**src/rtl/adc_rd_pkg.sv**
```systemverilog
// Shared types and helpers for the converter readout controller.
// Assumes: time values are given in whole nanoseconds and the clock in MHz.
package adc_rd_pkg;

    typedef enum logic [2:0] {
        ST_IDLE,
        ST_CONV,
        ST_CLK_HI,
        ST_CLK_LO,
        ST_GAP,
        ST_GUARD
    } rd_state_e;

    // Cycles that cover a duration, rounded up.
    function automatic int unsigned ns_to_cycles(input int unsigned ns, input int unsigned mhz);
        return (ns * mhz + 999) / 1000;
    endfunction

endpackage

```
**src/rtl/rd_timer.sv**
```systemverilog
// Down-counting interval timer.
// Assumes: a load of N-1 gives an interval of N cycles, ending in the cycle where done is high.
module rd_timer #(
    parameter int unsigned W = 10
) (
    input  logic         clk,
    input  logic         rst_n,
    input  logic         load,
    input  logic [W-1:0] load_val,
    output logic [W-1:0] cnt,
    output logic         done
);
    // Load on request, otherwise count down to zero and stay there.
    always_ff @(posedge clk) begin
        if (!rst_n)
            cnt <= '0;
        else if (load)
            cnt <= load_val;
        else if (cnt != '0)
            cnt <= cnt - 1'b1;
    end

    assign done = (cnt == '0);
endmodule

```
**src/rtl/rd_frame_shift.sv**
```systemverilog
// Serial frame capture: shifts in one bit per capture strobe, MSB first, and
// publishes the data field together with a leading-bit check.
// Assumes: clear comes before the first capture of every frame.
module rd_frame_shift #(
    parameter int unsigned FRAME_BITS = 16,
    parameter int unsigned DATA_BITS  = 12
) (
    input  logic                              clk,
    input  logic                              rst_n,
    input  logic                              clear,
    input  logic                              capture,
    input  logic                              din,
    input  logic                              publish,
    output logic [$clog2(FRAME_BITS+1)-1:0]   bit_cnt,
    output logic [DATA_BITS-1:0]              data,
    output logic                              valid,
    output logic                              lead_err
);
    localparam int unsigned LEAD_BITS = FRAME_BITS - DATA_BITS;

    logic [FRAME_BITS-1:0] shreg;

    // Shift in one bit per capture and count the captured bits.
    always_ff @(posedge clk) begin
        if (!rst_n) begin
            shreg   <= '0;
            bit_cnt <= '0;
        end else if (clear) begin
            bit_cnt <= '0;
        end else if (capture) begin
            shreg   <= {shreg[FRAME_BITS-2:0], din};
            bit_cnt <= bit_cnt + 1'b1;
        end
    end

    // Present data and leading-bit check once per completed frame.
    always_ff @(posedge clk) begin
        if (!rst_n) begin
            data     <= '0;
            lead_err <= 1'b0;
            valid    <= 1'b0;
        end else begin
            valid <= publish;
            if (publish) begin
                data     <= shreg[DATA_BITS-1:0];
                lead_err <= |shreg[FRAME_BITS-1 -: LEAD_BITS];
            end
        end
    end
endmodule

```
**src/rtl/adc_readout_ctrl.sv**
```systemverilog
// Converter start and serial readout sequencer.
// Starts a conversion with a low pulse on start_n, keeps ser_clk low for the
// conversion wait, reads a 16-bit frame with 16 ser_clk pulses (optionally split
// in two bytes), then holds a guard interval before any new start edge.
// Assumes: START_LOW_CYC < conversion cycles, HALF_CYC >= 1, converter updates
// data on falling ser_clk edges and holds it briefly after.
module adc_readout_ctrl
    import adc_rd_pkg::*;
#(
    parameter int unsigned CLK_MHZ       = 250,
    parameter int unsigned CONV_NS       = 3300,
    parameter int unsigned GUARD_NS      = 100,
    parameter int unsigned HALF_CYC      = 4,
    parameter int unsigned START_LOW_CYC = 4,
    parameter int unsigned BYTE_GAP_CYC  = 0,
    parameter int unsigned FRAME_BITS    = 16,
    parameter int unsigned DATA_BITS     = 12
) (
    input  logic                 clk,
    input  logic                 rst_n,
    input  logic                 sample_req,
    input  logic                 ser_din,
    output logic                 start_n,
    output logic                 ser_clk,
    output logic [DATA_BITS-1:0] sample_data,
    output logic                 result_valid,
    output logic                 frame_err
);
    localparam int unsigned CONV_CYC  = ns_to_cycles(CONV_NS, CLK_MHZ);
    localparam int unsigned GUARD_RAW = ns_to_cycles(GUARD_NS, CLK_MHZ);
    localparam int unsigned GUARD_CYC = (GUARD_RAW == 0) ? 1 : GUARD_RAW;
    localparam int unsigned GAP_EFF   = (BYTE_GAP_CYC == 0) ? 1 : BYTE_GAP_CYC;
    localparam int unsigned BYTE_BITS = FRAME_BITS / 2;
    localparam int unsigned MAX_A     = (CONV_CYC > GUARD_CYC) ? CONV_CYC : GUARD_CYC;
    localparam int unsigned MAX_B     = (HALF_CYC > GAP_EFF) ? HALF_CYC : GAP_EFF;
    localparam int unsigned MAX_CYC   = (MAX_A > MAX_B) ? MAX_A : MAX_B;
    localparam int unsigned TW        = $clog2(MAX_CYC + 1);
    localparam int unsigned CW        = $clog2(FRAME_BITS + 1);

    rd_state_e         state_q, state_d;
    logic              pend_q;
    logic              t_load, t_done;
    logic [TW-1:0]     t_val, t_cnt;
    logic              fr_clear, fr_cap, fr_pub;
    logic [CW-1:0]     bit_cnt;

    rd_timer #(.W(TW)) u_timer (
        .clk      (clk),
        .rst_n    (rst_n),
        .load     (t_load),
        .load_val (t_val),
        .cnt      (t_cnt),
        .done     (t_done)
    );

    rd_frame_shift #(.FRAME_BITS(FRAME_BITS), .DATA_BITS(DATA_BITS)) u_frame (
        .clk      (clk),
        .rst_n    (rst_n),
        .clear    (fr_clear),
        .capture  (fr_cap),
        .din      (ser_din),
        .publish  (fr_pub),
        .bit_cnt  (bit_cnt),
        .data     (sample_data),
        .valid    (result_valid),
        .lead_err (frame_err)
    );

    // Sequence: idle -> conversion wait -> clock pulses (with byte gap) -> guard.
    always_comb begin
        state_d  = state_q;
        t_load   = 1'b0;
        t_val    = '0;
        fr_clear = 1'b0;
        fr_cap   = 1'b0;
        fr_pub   = 1'b0;
        unique case (state_q)
            ST_IDLE: if (pend_q || sample_req) begin
                state_d  = ST_CONV;
                t_load   = 1'b1;
                t_val    = TW'(CONV_CYC - 1);
                fr_clear = 1'b1;
            end
            ST_CONV: if (t_done) begin
                state_d = ST_CLK_HI;
                t_load  = 1'b1;
                t_val   = TW'(HALF_CYC - 1);
            end
            ST_CLK_HI: if (t_done) begin
                state_d = ST_CLK_LO;
                t_load  = 1'b1;
                t_val   = TW'(HALF_CYC - 1);
                fr_cap  = 1'b1;
            end
            ST_CLK_LO: if (t_done) begin
                t_load = 1'b1;
                if (bit_cnt == CW'(FRAME_BITS)) begin
                    state_d = ST_GUARD;
                    t_val   = TW'(GUARD_CYC - 1);
                    fr_pub  = 1'b1;
                end else if (BYTE_GAP_CYC != 0 && bit_cnt == CW'(BYTE_BITS)) begin
                    state_d = ST_GAP;
                    t_val   = TW'(GAP_EFF - 1);
                end else begin
                    state_d = ST_CLK_HI;
                    t_val   = TW'(HALF_CYC - 1);
                end
            end
            ST_GAP: if (t_done) begin
                state_d = ST_CLK_HI;
                t_load  = 1'b1;
                t_val   = TW'(HALF_CYC - 1);
            end
            ST_GUARD: if (t_done) state_d = ST_IDLE;
            default: state_d = ST_IDLE;
        endcase
    end

    // State register.
    always_ff @(posedge clk) begin
        if (!rst_n) state_q <= ST_IDLE;
        else        state_q <= state_d;
    end

    // Remember one request that arrives while busy; cleared when a conversion starts.
    always_ff @(posedge clk) begin
        if (!rst_n)        pend_q <= 1'b0;
        else if (fr_clear) pend_q <= 1'b0;
        else if (sample_req) pend_q <= 1'b1;
    end

    // Start line is low for the first START_LOW_CYC cycles of the wait.
    assign start_n = !((state_q == ST_CONV) && (t_cnt > TW'(CONV_CYC - 1 - START_LOW_CYC)));
    assign ser_clk = (state_q == ST_CLK_HI);
endmodule

```
**config.mk**
```make
export PLATFORM = sky130hd
export DESIGN_NAME = adc_readout_ctrl
export DESIGN_NICKNAME = d
export VERILOG_FILES = /design/src/rtl/adc_rd_pkg.sv /design/src/rtl/rd_timer.sv /design/src/rtl/rd_frame_shift.sv /design/src/rtl/adc_readout_ctrl.sv
export SDC_FILE = /design/constraint.sdc
export NUM_CORES = 1
export LEC_CHECK = 0
export BUFFER_PORTS_ARGS = -buffer_cell sky130_fd_sc_hd__buf_2
export CAP_MARGIN = 20
export CORE_MARGIN = 1.5
export CORE_UTILIZATION = 34
export DETAILED_ROUTE_END_ITERATION = 8
export PLACE_DENSITY = 0.47
export SLEW_MARGIN = 20
export SYNTH_ARGS = -nofsm -noshare
export SYNTH_HDL_FRONTEND = slang
export SYNTH_SLANG_ARGS = --single-unit
```
**constraint.sdc**
```tcl
create_clock -name clk -period 2.8 [get_ports clk]
set_input_delay 0 -clock clk [delete_from_list [all_inputs] [get_ports clk]]
set_output_delay 0 -clock clk [all_outputs]
set_load 0.1 [all_outputs]
```
=== After elaboration in Yosys (flattened, before gate mapping) ===
Index checks and enable logic that the tools add are counted.
W data, S select, Z words.

* Flip-flop bits (word level): 49
* Input port bits: 4
* Output and inout bits: 16
* Logic and storage cells: 60

* Add/subtract/negate cells: 2
* Magnitude comparators: 1
* Equal/unequal tests: 11
* Mux-type cells: 22
* Bitwise gates (word level): 2
* Reductions and logical operators: 14

{| class="wikitable"
|+ Operators by type and width
! kind !! count
|-
| $mux W10 || 3
|-
| $pmux W10 S3 || 1
|-
| $mux W3 || 6
|-
| $pmux W3 S5 || 1
|-
| $gt A10 B10 Y1 const B || 1
|-
| $logic_not A10 Y1 || 1
|-
| $mux W5 || 2
|-
| $reduce_bool A10 Y1 || 1
|-
| $sub A10 B1 Y10 const B || 1
|-
| $reduce_or A4 Y1 || 2
|-
| $mux W1 || 7
|-
| $eq A3 B2 Y1 const B || 2
|-
| $eq A3 B3 Y1 const B || 2
|-
| $ne A2 B2 Y1 const B || 3
|-
| $add A5 B1 Y5 const B || 1
|-
| $eq A5 B5 Y1 const B || 1
|-
| $reduce_and A5 Y1 || 1
|-
| $ne A2 B1 Y1 const B || 2
|-
| $reduce_or A2 Y1 || 2
|-
| $eq A3 B1 Y1 const B || 1
|-
| $logic_not A3 Y1 || 1
|-
| $reduce_or A3 Y1 || 1
|-
| $mux W2 || 1
|-
| $not A1 Y1 || 2
|-
| 6 further kinds || 6
|}

=== Depth between registers and ports, before layout ===
Gate-level depths: netlist (run 1).

* Depth after elaboration: 5
* Depth in mapped cells: 9
* Mapped depth without buffers: 6

=== Modules after synthesis ===
From an unflattened synthesis (run 1), not the netlist that was laid out.

* Cells, all modules: 245
* Area total of the unflattened synthesis: 2296.0 um^2

{| class="wikitable"
|+ Modules (own cells, without submodules)
! module !! instances !! cells an instance !! area each (um^2) !! sequential area each (um^2)
|-
| rd_frame_shift || 1 || 138 || 1385.1 || 700.7
|-
| rd_timer || 1 || 65 || 573.0 || 200.2
|-
| adc_readout_ctrl || 1 || 42 || 337.8 || 80.1
|}

=== Worst setup path before layout (run 1) ===
Ideal clock, no wire load.

* Path type: reg-to-reg
* Start point: reg u_timer.cnt[0]
* End point: reg u_timer.cnt[0]
* Setup time: 74 ps
* Arrival time: 2105 ps
* Required time: 2726 ps
* Path slack: 621 ps
* Stages on the path, launching flop included: 9
* Path buffers: 2
* Period minus slack after synthesis: 2179 ps
* Cell sequence: dfxtp_1 inv_1 ha_1 or4b_4 buf_6 or3_4 buf_6 or3_4 a31oi_1

* Cells in the longest elaborated chain, start to end: 4
* Elaborated cells between the ends (all ways): 11
* Classes of those cells: add/sub (1); mux (7); reduce/logical (3)

{| class="wikitable"
|+ Ends and longest elaborated chain
! element !! RTL line !! RTL
|-
| start: declaration || rd_timer.sv:10 || <nowiki>output logic [W-1:0] cnt,</nowiki>
|-
| start signal: assignment || rd_timer.sv:18 || <nowiki>cnt <= load_val;</nowiki>
|-
| start signal: assignment || rd_timer.sv:20 || <nowiki>cnt <= cnt - 1'b1;</nowiki>
|-
| branches (longest 4 deep; another with $sub A10 B1 Y10) || n/a ||
|}

Several ways; the timed one is not identified. The select of a mux whose other input is x is not followed.
A chain may end at the register's enable or synchronous reset.

=== Final worst setup path (run 1) ===
* Start point: reg u_timer.cnt[0]
* End point: reg u_frame.bit_cnt[4]

* Cells in the longest elaborated chain, start to end: 3

{| class="wikitable"
|+ Ends and longest elaborated chain
! element !! RTL line !! RTL
|-
| $logic_not A10 Y1 || rd_timer.sv:23 || <nowiki>assign done = (cnt == '0);</nowiki>
|-
| $mux W1 || adc_readout_ctrl.sv:89 || <nowiki>ST_CLK_HI: if (t_done) begin</nowiki>
|-
| $mux W1 || adc_readout_ctrl.sv:77 || <nowiki>unique case (state_q)</nowiki>
|-
| end signal: assignment || rd_frame_shift.sv:32 || <nowiki>bit_cnt <= bit_cnt + 1'b1;</nowiki>
|-
| end: declaration || rd_frame_shift.sv:14 || <nowiki>output logic [$clog2(FRAME_BITS+1)-1:0] bit_cnt,</nowiki>
|}

No other way between the ends.

==> out/results.tsv, run 1 <==
metric	value	unit
status	completed	
critical path launch point type	flip-flop	
Clock Tree Buf Depth	2	
Core Rows	28	
Hold Violations, Final	0	
post_cts resized	0	
WL final	4756	µm
largest fanout on the critical path	23	
Core Box Area	6026	µm²
synth unique cells	43	
Fillers	626	
crit path capture type	flip-flop	
# IOs	20	
Crit Path Category	flip-flop to flip-flop	
Worst EP required	3.00	ns
CTS tree	yes	
Area contributors post-synth	dfxtp_1 (46%), mux2i_1 (9.3%), nor2_1 (5.2%)	
sequential share of the synthesized area	45.50	%
Fin Clk Skew	0.01200	ns
Initial Util	35.78	%
Leak	0.8956	nW
Clock Latency Late Sink	0.31	ns
Slew HR	68.23	%
antenna viol nets, final	0	
number of H-tree levels	2	
HP Class	input port to flip-flop	
hold slack	0.4752	ns
CTS Buf Count	5	
Post-Syn Instances	241	
largest net degree at the start of global routing	34	
Port Buffer Count	19	
FF+latch count, synth	49	
initial antenna violation count	0	
fin crit share	81.02	%
post-synth top area cell	dfxtp_1	
RSZ-0062 raised after global routing	false	
EDFF count, synth	0	
GRT overflow	0	
Synth top area share	45.50	%
Mean Syn Cell Area	8.945	µm²
Final WS setup	0.5314	ns
drt initial violations	88	
final setup violation count	0	
mapped cell area	2156	µm²
max cap viols	0	
Main synth FF type	dfxtp_1	
Routed WL per cell	14.28	µm
Die ar.	6828	µm²
overall die height	82.63	µm
Slew @ Worst Pin	0.4739	ns
remaining routing DRC violations	0	
routability cong.	0.7058	
vias per inst	5.174	
Pins Over Slew Limit	0	
layout cell share with drive strength beyond 1	16.67	%
Synthesis Warnings	0	
Pwr Density	674.6	nW/µm²
DR vias	1723	
Pre-antenna DRT Iters	4	
fmax	440.8	MHz
CTS sink count	49	
Chip Width	82.63	µm
Reg clk slew, reported paths	0.10	ns
All-Layer GR Usage	14.99	%
DP Worst Slack	0.5283	ns
first-pass GRT wire length	7659	µm
nets@finish	264	
Tot Pwr	1.653	mW
post-detail-place hpwl	3168	µm
Syn Nets	248	
Root Buffer Master	clkbuf_8	
Period minus WS final	2.269	ns
setup TNS	0	ns
Critical Path AT	2.46	ns
Antenna diodes	0	
maximum vdd drop	0.3305	mV
Layout area overhead	13.64	%
Post-synth ARST share	0	%
number of global-route vias before repair	1508	
metal layers:
metal	part of all wire (%)	wire [µm]	vias to the layer above	global-route usage (%)
li1	-	-	894	-
met1	53	2500	808	20.87
met2	44	2076	17	22.68
met3	2.6	126	4	3.846
met4	1.1	53	0	4.500
met5	0	0	-	0
critical path, stage by stage, from the launching register on:
cell	delay, ns
dfxtp_1	0.34
inv_1	0.07
ha_1	0.19
or4b_4	0.54
nor4_4	0.22
buf_4	0.36
nand4_1	0.15
mux2_2	0.28
placed cells by master, fill, tap and decap left out, drive strengths merged, types with 2 or more instances in the layout:
cell,netlist,routed
ha,3,3
o21ai,20,20
or3,6,6
nor2,30,30
or4b,2,2
and3,2,2
nand2,2,2
mux2i,20,20
nor4,4,4
nor4b,3,3
xnor2,2,2
nand3,14,14
dfxtp,49,49
a31oi,3,3
clkbuf,13,5
nor2b,3,3
inv,9,10
nand4,6,6
buf,6,25
a31o,2,2
dlygate4sd3,0,3
a21oi,22,22
a211oi,2,2
or4,4,4
area by class of cell:
class                      count  area (µm²)  share of cell area (%)
inverter                       9       33.78                   1.379
clock buffer                   5       68.82                   2.809
sequential                    49       980.9                   40.04
multi-input combinational    164        1059                   43.21
clock inverter                 3       43.79                   1.788
tap                           75       93.84                   3.830
timing repair buffer          28       170.2                   6.946
repair_timing:
| action | 4_1_cts | 5_1_grt |
|---|---|---|
| buffers inserted | 0 | 0 |
| hold endpoints to repair | 3 | 0 |
| hold buffers | 3 | 0 |
flip-flops by register name, summed over array words and instances (netlist names):
signal and count:
u_frame.data 12, u_frame.valid 1, u_frame.lead_err 1, u_timer.cnt 10
u_frame.shreg 16, pend_q 1, state_q 3, u_frame.bit_cnt 5
final timing paths:
| kind | start | slack, ns | depth (start not counted) | to |
|---|---|---|---|---|
| worst max-delay path | u_timer.cnt[0]$_SDFFE_PN0P_ | 0.53 | 7 | u_frame.bit_cnt[4]$_SDFFE_PP0P_ |
| worst min register to register | u_frame.shreg[7]$_SDFFE_PN0P_ | 0.48 | 2 | u_frame.data[7]$_SDFFE_PN0P_ |
| worst max register to register | u_timer.cnt[0]$_SDFFE_PN0P_ | 0.53 | 7 | u_frame.bit_cnt[4]$_SDFFE_PP0P_ |
| worst min-delay path | ser_din | 0.48 | 4 | u_frame.shreg[0]$_SDFFE_PN0P_ |
synthesized netlist by cell type (2+ instances only):
library cell	number
or3_1	4
inv_1	9
o21ai_0	19
and3_1	2
nor4b_1	3
or4_1	4
ha_1	3
a211oi_1	2
nand2_1	2
nand3_1	14
buf_2	2
dfxtp_1	49
buf_4	2
nor4_1	3
mux2i_1	20
a31o_2	2
nand4_1	6
or3_4	2
xnor2_1	2
nor2_1	30
a31oi_1	3
nor2b_1	3
a21oi_1	22
buf_6	2
clkbuf_1	13
per-stage QoR:
stage / cell area, µm² / cells / utilization, %
finish: 2450 / 333 / 40.66
CTS: 2450 / 333 / 40.66
global placement: 2307 / 322 / 38.29
global route: 2450 / 333 / 40.66
floorplan: 2156 / 241 / -
detailed placement: 2307 / 322 / 38.29
cell families after synthesis:
group / Yosys count / synth area share (%)
buffers and inverters: 28 / 6.036
XOR/XNOR: 3 / 1.219
flip-flops: 49 / 45.50
AND/OR/NAND/NOR: 81 / 21.07
multiplexers: 21 / 9.808
adder cells (fa/ha/maj): 3 / 1.741
AO/OA/AOI/OAI: 56 / 14.63
power breakdown:
part	leakage [nW]	total [mW]	internal, mW	switching, mW
combinational	0.440	0.336	0.142	0.194
clock	0.0585	0.515	0.268	0.247
sequential	0.397	0.801	0.738	0.0631
total	0.896	1.65	1.15	0.505
(Power assumes the default switching activity.)
==> run 2, diff against run 1 <==
clock period = 2.25 ns   (was 2.8 ns; I/O delays follow)
==> out/results.tsv, run 2 (synthesis results as in run 1) <==
metric	value	unit	change
Pwr Density	868.5	nW/µm²	+29%
# IOs	20		unchanged
sequential power share	44.1	%	-4.4 points
GRT overflow	0		unchanged
Slew HR	67.29	%	-0.94 points
Largest Register	u_frame.shreg		
routability cong.	0.7371		+4.4%
most frequent CP cell	or3_4		
largest fanout on the critical path	7		-70%
post-detail-place hpwl	3186	µm	+0.56%
Clock Tree Buf Depth	2		unchanged
critical path launch point type	flip-flop		
Port Buffer Count	19		unchanged
All-Layer GR Usage	15.55	%	+0.56 points
status	completed		
Sw Pwr	0.6415	mW	+27%
fmax	460.7	MHz	+4.5%
most common cell after layout, fill and taps aside	dfxtp_1		
P_int	1.582	mW	+38%
family with the most delay on the worst path	simple AND/OR/NAND/NOR gates		
largest net degree at the start of global routing	38		+12%
fin crit share	96.48	%	+15 points
max cap viols	0		unchanged
Layout area overhead	18.75	%	
DR vias	1760		+2.1%
most frequent cells in the layout	dfxtp_1 (48), nor2_1 (30), a21oi_1 (22), mux2i_1 (20), buf_2 (19)		
Largest register FFs	16		unchanged
Slew @ Worst Pin	0.4940	ns	+0.02008 ns
DP Worst Slack	0.08785	ns	-0.4405 ns
Chip Width	82.63	µm	unchanged
Tot Pwr	2.223	mW	+35%
Routed WL per cell	13.93	µm	-2.4%
final setup violation count	0		unchanged
Antenna diodes	0		unchanged
maximum vdd drop	0.3736	mV	+13%
remaining routing DRC violations	0		unchanged
Worst EP required	2.47	ns	-0.53 ns
Reg clk slew, reported paths	0.10	ns	about the same
Buf/Inv on CP	1		-1
first-pass GRT wire length	7983	µm	+4.2%
initial antenna violation count	0		unchanged
vias per inst	5.161		-0.25%
Hold Violations, Final	0		unchanged
number of global-route vias before repair	1636		+8.5%
Fillers	609		-2.7%
Clock power frac	34.1	%	+2.9 points
nets@finish	272		+3.0%
antenna viol nets, final	0		unchanged
Root Buffer Master	clkbuf_8		
combinational share of power	21.8	%	+1.5 points
Leak	0.9491	nW	+6.0%
CP cell instances	inv_1, ha_2, or4b_4, or3_4, or3_4, a31oi_1		
number of H-tree levels	2		unchanged
Cells after DPL	329		+2.2%
overall die height	82.63	µm	unchanged
Pins Over Slew Limit	0		unchanged
Critical Path AT	2.39	ns	-0.07 ns
post-layout util	42.48	%	+1.8 points
CTS sink count	49		unchanged
multi-input logic area	1071	µm²	+1.2%
Fin Clk Skew	0.006758	ns	-0.005245 ns
Crit Path Category	flip-flop to flip-flop		
CP peak stage delay	0.53	ns	about the same
Worst R2R Setup Slack	0.08	ns	-0.45 ns
switching part of the total	28.86	%	-1.7 points
CTS tree	yes		
drt initial violations	74		-16%
Period minus WS final	2.171	ns	-0.09782 ns
Final WS setup	0.07921	ns	-0.4522 ns
RSZ-0062 raised after global routing	false		
WL final	4751	µm	-0.11%
non-filler cells, final	341		+2.4%
Core Rows	28		unchanged
Core Box Area	6026	µm²	unchanged
layout cell share with drive strength beyond 1	20.30	%	+3.6 points
top flop regs	u_frame.shreg x16, u_frame.data x12, u_timer.cnt x10		
HP Class	input port to flip-flop		
Clock Latency Late Sink	0.30	ns	about the same
CTS Buf Count	5		unchanged
sequential cell area	982.2	µm²	+0.13%
Pre-antenna DRT Iters	4		unchanged
Initial Util	35.78	%	unchanged
crit path capture type	flip-flop		
setup TNS	0	ns	unchanged
Die ar.	6828	µm²	unchanged
Slowest cell on crit path	or4b_4		
[run 2: cell count changes in the layout (fill, tap and decap cells not counted), sizes merged]
| cell | delta |
|---|---|
| buf | +8 |
| bufinv | +1 |
| clkinv | -1 |
[run 2: stage by stage]
stage	cell area, µm²	hold WS [ns]
finish	2560	0.4585
global placement	2360	0.2407
global route	2560	0.5025
CTS	2527	0.4589
floorplan	2156	0.1279
detailed placement	2360	0.2438
[run 2: cell type report]
class | instances | share of cell area [%]
clock buffer | 5 | 2.688
clock inverter | 3 | 2.688
inverter | 9 | 1.320
multi-input combinational | 164 | 41.84
sequential | 49 | 38.37
tap | 75 | 3.666
timing repair buffer | 36 | 9.433
[run 2: metal layers]
metal	vias to the layer above	routed length (µm)	track usage, %
met5	-	0	0
met4	0	78	7.167
met3	7	144	3.077
met2	22	2061	23.17
met1	815	2466	21.48
li1	916	-	-
[run 2: worst reg2reg max path, cell delays in order, from the launching register on]
cell and delay (ns):
dfxtp_2 0.34, inv_1 0.09, ha_2 0.20, or4b_4 0.53, or3_4 0.39, or3_4 0.40
a31oi_1 0.15
[run 2: worst paths after layout]
kind                           startpoint                       endpoint  cells after the start
max           u_timer.cnt[0]$_SDFFE_PN0P_    u_timer.cnt[0]$_SDFFE_PN0P_                      6
min                               ser_din  u_frame.shreg[0]$_SDFFE_PN0P_                      4
max reg2reg   u_timer.cnt[0]$_SDFFE_PN0P_    u_timer.cnt[0]$_SDFFE_PN0P_                      6
min reg2reg  u_frame.data[2]$_SDFFE_PN0P_   u_frame.data[2]$_SDFFE_PN0P_                      2
[run 2: what timing repair did]
| action | CTS | global route |
|---|---|---|
| resized for setup | 0 | 12 |
| hold buffers | 3 | 0 |
| setup endpoints to repair | 0 | 28 |
| setup buffers | 0 | 1 |
| hold endpoints to repair | 4 | 0 |
[run 2: power groups by stage]
| stage | sequential [mW] | clock [mW] | combinational, mW |
|---|---|---|---|
| floorplan | 0.975 | 0 | 0.370 |
| global placement | 0.999 | 0 | 0.461 |
| detailed placement | 0.998 | 0 | 0.457 |
| CTS | 0.978 | 0.778 | 0.464 |
| global route | 0.994 | 0.824 | 0.546 |
| finish | 0.981 | 0.758 | 0.485 |
